### src/rtl/rom_pkg.sv
package rom_pkg;
    typedef enum logic [1:0] {
        ST_IDLE    = 2'd0,
        ST_SELECT  = 2'd1,
        ST_REPLY   = 2'd2,
        ST_RECOVER = 2'd3
    } rom_state_t;
endpackage

### src/rtl/rom_sync.sv
module rom_sync #(
    parameter int STAGES = 2
) (
    input  logic clk,
    input  logic rst_n,
    input  logic d_async,
    output logic q_sync
);
    logic [STAGES-1:0] chain;

    always_ff @(posedge clk or negedge rst_n) begin
        if (!rst_n) chain <= '0;
        else        chain <= {chain[STAGES-2:0], d_async};
    end

    assign q_sync = chain[STAGES-1];
endmodule

### src/rtl/rom_addr_dec.sv
module rom_addr_dec #(
    parameter int ADDR_W = 18,
    parameter int PAGES  = 4,
    parameter int ROWS   = 16,
    localparam int PG_W  = $clog2(PAGES),
    localparam int RW_W  = $clog2(ROWS),
    localparam int OFF_W = 1 + RW_W + PG_W,
    localparam int BASE_W = ADDR_W - OFF_W,
    localparam int IOP_W = ADDR_W - 13
) (
    input  logic [ADDR_W-1:0] addr,
    input  logic [BASE_W-1:0] win_base,
    output logic              hit,
    output logic [PG_W-1:0]   page_idx,
    output logic [RW_W-1:0]   row_idx
);
    logic base_in_iopage;
    logic unused_bit0;

    // the window must sit inside the top 8K page
    assign base_in_iopage = &win_base[BASE_W-1 -: IOP_W];
    assign hit      = base_in_iopage && (addr[ADDR_W-1:OFF_W] == win_base);
    assign page_idx = addr[OFF_W-1 -: PG_W];
    assign row_idx  = addr[RW_W:1];
    assign unused_bit0 = addr[0];
endmodule

### src/rtl/rom_timer.sv
module rom_timer #(
    parameter int W = 6
) (
    input  logic         clk,
    input  logic         rst_n,
    input  logic         clr,
    input  logic [W-1:0] limit,
    output logic         done
);
    logic [W-1:0] cnt;

    always_ff @(posedge clk or negedge rst_n) begin
        if (!rst_n)            cnt <= '0;
        else if (clr)          cnt <= '0;
        else if (cnt != '1)    cnt <= cnt + 1'b1;
    end

    assign done = (cnt >= limit - 1'b1);
endmodule

### src/rtl/diode_rom_slave.sv
module diode_rom_slave
    import rom_pkg::*;
#(
    parameter int ADDR_W     = 18,
    parameter int DATA_W     = 16,
    parameter int PAGES      = 4,
    parameter int ROWS       = 16,
    parameter int SETTLE_CYC = 40,
    parameter int REC_CYC    = 8
) (
    input  logic              clk,
    input  logic              rst_n,
    input  logic [ADDR_W-8:0] win_base,
    input  logic [ADDR_W-1:0] bus_addr,
    input  logic              bus_c1,
    input  logic              bus_msyn,
    output logic              bus_ssyn,
    output logic [DATA_W-1:0] bus_data,
    output logic              bus_data_oe,
    output logic [PAGES-1:0]  page_sel,
    output logic [ROWS-1:0]   row_sel_n,
    input  logic [DATA_W-1:0] mx_data,
    output logic              recov_drive
);
    localparam int PG_W  = $clog2(PAGES);
    localparam int RW_W  = $clog2(ROWS);
    localparam int MAXC  = (SETTLE_CYC > REC_CYC) ? SETTLE_CYC : REC_CYC;
    localparam int TW    = $clog2(MAXC + 1) + 1;

    rom_state_t state, nxt;
    logic              msyn_s;
    logic              hit;
    logic [PG_W-1:0]   page_idx, pg_q;
    logic [RW_W-1:0]   row_idx, rw_q;
    logic [DATA_W-1:0] data_q;
    logic [TW-1:0]     limit;
    logic              tmr_done;
    logic              sel_active;

    rom_sync #(.STAGES(2)) u_sync (
        .clk(clk), .rst_n(rst_n), .d_async(bus_msyn), .q_sync(msyn_s)
    );

    rom_addr_dec #(.ADDR_W(ADDR_W), .PAGES(PAGES), .ROWS(ROWS)) u_dec (
        .addr(bus_addr), .win_base(win_base), .hit(hit),
        .page_idx(page_idx), .row_idx(row_idx)
    );

    assign limit = (state == ST_RECOVER) ? TW'(REC_CYC) : TW'(SETTLE_CYC);

    rom_timer #(.W(TW)) u_tmr (
        .clk(clk), .rst_n(rst_n), .clr(nxt != state),
        .limit(limit), .done(tmr_done)
    );

    // state register
    always_ff @(posedge clk or negedge rst_n) begin
        if (!rst_n) state <= ST_IDLE;
        else        state <= nxt;
    end

    // next state
    always_comb begin
        nxt = state;
        unique case (state)
            ST_IDLE:    if (msyn_s && hit && !bus_c1) nxt = ST_SELECT;
            ST_SELECT:  if (!msyn_s)                  nxt = ST_RECOVER;
                        else if (tmr_done)            nxt = ST_REPLY;
            ST_REPLY:   if (!msyn_s)                  nxt = ST_RECOVER;
            ST_RECOVER: if (tmr_done)                 nxt = ST_IDLE;
        endcase
    end

    // captured address and row data
    always_ff @(posedge clk or negedge rst_n) begin
        if (!rst_n) begin
            pg_q   <= '0;
            rw_q   <= '0;
            data_q <= '0;
        end else begin
            if (state == ST_IDLE && nxt == ST_SELECT) begin
                pg_q <= page_idx;
                rw_q <= row_idx;
            end
            if (state == ST_SELECT && nxt == ST_REPLY)
                data_q <= mx_data;
        end
    end

    // outputs
    always_comb begin
        sel_active  = (state == ST_SELECT) || (state == ST_REPLY);
        bus_ssyn    = (state == ST_REPLY);
        bus_data_oe = (state == ST_REPLY);
        bus_data    = (state == ST_REPLY) ? data_q : '0;
        recov_drive = (state == ST_RECOVER);
        page_sel    = '0;
        row_sel_n   = '1;
        if (sel_active) begin
            for (int p = 0; p < PAGES; p++)
                if (pg_q == PG_W'(p)) page_sel[p] = 1'b1;
            for (int r = 0; r < ROWS; r++)
                if (rw_q == RW_W'(r)) row_sel_n[r] = 1'b0;
        end
    end

    // checks
    logic [TW:0] held_cnt;
    always_ff @(posedge clk or negedge rst_n) begin
        if (!rst_n)                      held_cnt <= '0;
        else if (page_sel == '0)         held_cnt <= '0;
        else if (held_cnt != '1)         held_cnt <= held_cnt + 1'b1;
    end

    a_r3_sel_shape: assert property (@(posedge clk) disable iff (!rst_n)
        (page_sel != '0) |-> ($onehot0(page_sel) && $countones(~row_sel_n) == 1));

    a_r4_settle_held: assert property (@(posedge clk) disable iff (!rst_n)
        $rose(bus_ssyn) |-> (held_cnt >= (TW+1)'(SETTLE_CYC)));

    a_r5_data_steady: assert property (@(posedge clk) disable iff (!rst_n)
        (bus_ssyn && $past(bus_ssyn)) |-> $stable(bus_data));

    a_r6_reply_needs_strobe: assert property (@(posedge clk) disable iff (!rst_n)
        $rose(bus_ssyn) |-> msyn_s);

    a_r7_recov_quiet: assert property (@(posedge clk) disable iff (!rst_n)
        recov_drive |-> (page_sel == '0 && !bus_data_oe && !bus_ssyn));
endmodule

### config.mk
export PLATFORM = sky130hd
export DESIGN_NAME = diode_rom_slave
export DESIGN_NICKNAME = d
export VERILOG_FILES = /design/src/rtl/rom_pkg.sv /design/src/rtl/rom_sync.sv /design/src/rtl/rom_addr_dec.sv /design/src/rtl/rom_timer.sv /design/src/rtl/diode_rom_slave.sv
export SDC_FILE = /design/constraint.sdc
export NUM_CORES = 1
export LEC_CHECK = 0
export BUFFER_PORTS_ARGS = -buffer_cell sky130_fd_sc_hd__buf_2
export CORE_MARGIN = 2
export CORE_UTILIZATION = 53
export DETAILED_ROUTE_END_ITERATION = 8
export PLACE_DENSITY_LB_ADDON = 0.08
export SLEW_MARGIN = 20
export SYNTH_ARGS = -nofsm -noshare
export SYNTH_HDL_FRONTEND = slang
export SYNTH_HIERARCHICAL = 1
export SYNTH_SLANG_ARGS = --single-unit
### constraint.sdc
create_clock -name clk -period 5.3 [get_ports clk]
set_clock_uncertainty 0.1 [all_clocks]
set_input_delay 0.265 -clock clk [delete_from_list [all_inputs] [get_ports clk]]
set_output_delay 0.265 -clock clk [all_outputs]
set_load 0.01 [all_outputs]
==> metrics.cfg <==
[outcome]
status=completed

[floorplan]
ios=88
initial_core_util=0.557
die-area_um2=4770
die_x_um=69.0
die-height_um=69.0
rows=23
core_area_um2=4030

[logic_synthesis]
yosysWarnings=6
synth.avg_cell_area_um2=9.88
synth_area_um2=2240
syn_inst=227
synth_seq_cells=33
yosysSeqAreaShare=0.368
synth_edf_count=0
async_flop_share=1.00
ys_types=45
synth_ff_type=dfrtp_1

[clocking]
cts_resized=0
clk_pin_slew_worst_paths_ns=0.07
clkLatencyLatePin_ns=0.28
cts_root_buf=clkbuf_8
cts_sinks=33
cts_buffers=5
htree_num_levels=2
clockBufferDepth=2
cts_tree=yes

[route]
drt-total-wl_um=4400
ant_nets=0
first_pass_iters=4
num_vias=1899
wl_per_cell_um=11.8
detail_route.vias_per_cell=5.08
drc=0
drt-initial-drc-count=108

[critical_path]
slowest_delay_ns=0.60
path_class=flop to flop
cp_max_fo=16
required_ns=5.36
timing.critical_path.max_delay_family=compound AO/OA/AOI/OAI gates
crit_top_cell=ha_1
path_cells=ha_1 > inv_1 > xor2_1 > ha_1 > nand4_1 > o21ai_0 > a21oi_1 > a2111oi_2 > o2111ai_2 > mux2_4
startpoint_type=flop
arrival_ns=3.71
end_kind=flop
worst-path-buf-inv=1
crit_slowest_cell=o2111ai_2

[global_route]
grt_pass1_wl_um=7840
grt_pass1_vias=1839
use_met1=0.249
grt_usage=0.197
antenna_found_initial=0
grt_max_degree=34
use_met3=0.0409
grt_busiest_layer=met2
use_met2=0.338
overflow=0

[layout]
multi_input_area_um2=1340
syn2layout_area_growth_pct=25.5
fillers=333
mostFrequentLayoutCells=buf_2, dfrtp_1, nand2_1
final_common_cell=buf_2
drive_above_1_share=0.383
fin_util=0.698
fin_nets=385
regArea_um2=826
antennaDiodeCount=0

[power_and_ir_drop]
p_total_mw=1.34
p_leak_nw=1.44
powerDensity_nw_per_um2=476
ir_worst_vdd_mv=0.332

[sta]
worstMarginPinSlew_ns=1.05
hold_violations=0
period_minus_slack_ns=3.65
fmax_mhz=274
maxSlewHeadroom=0.297
setup_tns_ns=0
fin_crit_sh=0.688
rsz0062_at_grt=false
fin_ws_ns=1.65
slew_violations=0
setup_viol=0

[place]
dpl.hpwl_um=3400
place_congestion=0.832
dp_slack_ns=1.69
io_buffers=86

[job]
max_cap_violations=0

[worst_hold_path]
hp-class=input port to flop

synth_stat cells (2+ instances only):
cell type   n  area, µm²
nor2_1     13       48.8
a2111oi_2   2       30.0
buf_4       7       52.6
a211oi_1    2       15.0
mux2_4     10        150
and2_1     18        113
nand2_1    19       71.3
buf_6       2       22.5
a21o_1      2       15.0
xor2_1      6       52.6
and3b_1     2       17.5
a31oi_1     6       37.5
nor3_1      5       25.0
clkbuf_1    3       11.3
ha_1       13        163
and3_1      4       25.0
o21ai_0     8       40.0
nand3_1     6       30.0
xnor2_1     2       17.5
o21bai_1    3       22.5
inv_1      11       41.3
mux2_2     12        135
nand2b_1    3       18.8
nor3b_1     4       30.0
nand4_1     4       25.0
nor2b_1     5       31.3
conb_1      2       7.51
a21oi_1     4       20.0
dfrtp_1    33        826
sequential cells by signal (all words and copies together), names as in the netlist:
register / cells
u_tmr/cnt: 7
u_sync/chain: 2
data_q: 16
pg_q: 2
state: 2
rw_q: 4
metal layers:
layer	wire length, µm	vias to the layer above	part of all wire
li1	-	971	-
met1	2000	866	0.46
met2	2120	57	0.48
met3	227	5	0.052
met4	44	0	0.010
met5	0	-	0
where the power goes:
part           internal, mW  leakage (nW)  switching (mW)  total (mW)
Clock                 0.105        0.0512          0.0871       0.192
Combinational         0.347         0.980           0.354       0.701
Sequential            0.356         0.411          0.0886       0.445
Total                 0.808          1.44           0.530        1.34
kinds of logic (layout without fill, tap and decap cells):
logic type	count (synthesis)	in the layout	share of synthesized area
and+or+nand+nor	91	91	0.226
AOI/OAI and AO/OA	35	35	0.114
DFF	33	33	0.368
buffers and inverters	23	107	0.0569
muxes	22	22	0.127
adders and majority gates	13	13	0.0725
xor gates and xnor gates	8	8	0.0313
other	2	15	0.00335
path summary, 6_finish.rpt:
check / startpoint / to / slack (ns) / depth (start not counted)
worst max-delay path: state[0] / data_q[12] / 1.65 / 10
worst min-delay path: mx_data[14] / data_q[14] / 0.11 / 2
worst min register to register: u_sync/chain[0] / u_sync/chain[1] / 0.26 / 0
worst max register to register: state[0] / data_q[12] / 1.65 / 10
min in group asynchronous: rst_n / data_q[1] / 0.48 / 2
max in group asynchronous: rst_n / pg_q[1] / 4.15 / 2
stage by stage:
| step | area [µm²] | std cells | hold WS (ns) |
|---|---|---|---|
| after global routing | 2810 | 374 | 0.100 |
| after CTS | 2810 | 374 | 0.105 |
| after floorplan | 2290 | 240 | -0.131 |
| final | 2810 | 374 | 0.112 |
| after detailed placement | 2700 | 364 | 0.254 |
| after global placement | 2700 | 364 | 0.236 |
timing repair:
item / CTS / global route
setup buffers: 0 / 0
hold endpoints to repair: 34 / 0
hold buffers: 2 / 0
cell type report:
class / instances / share of cell area
inverters: 11 / 0.0147
repair buffers: 88 / 0.160
flip-flops and latches: 33 / 0.293
clock buffers: 6 / 0.0293
multi-input cells: 184 / 0.475
well taps: 50 / 0.0222
clock inverters: 2 / 0.00489
(Power assumes the default switching activity.)
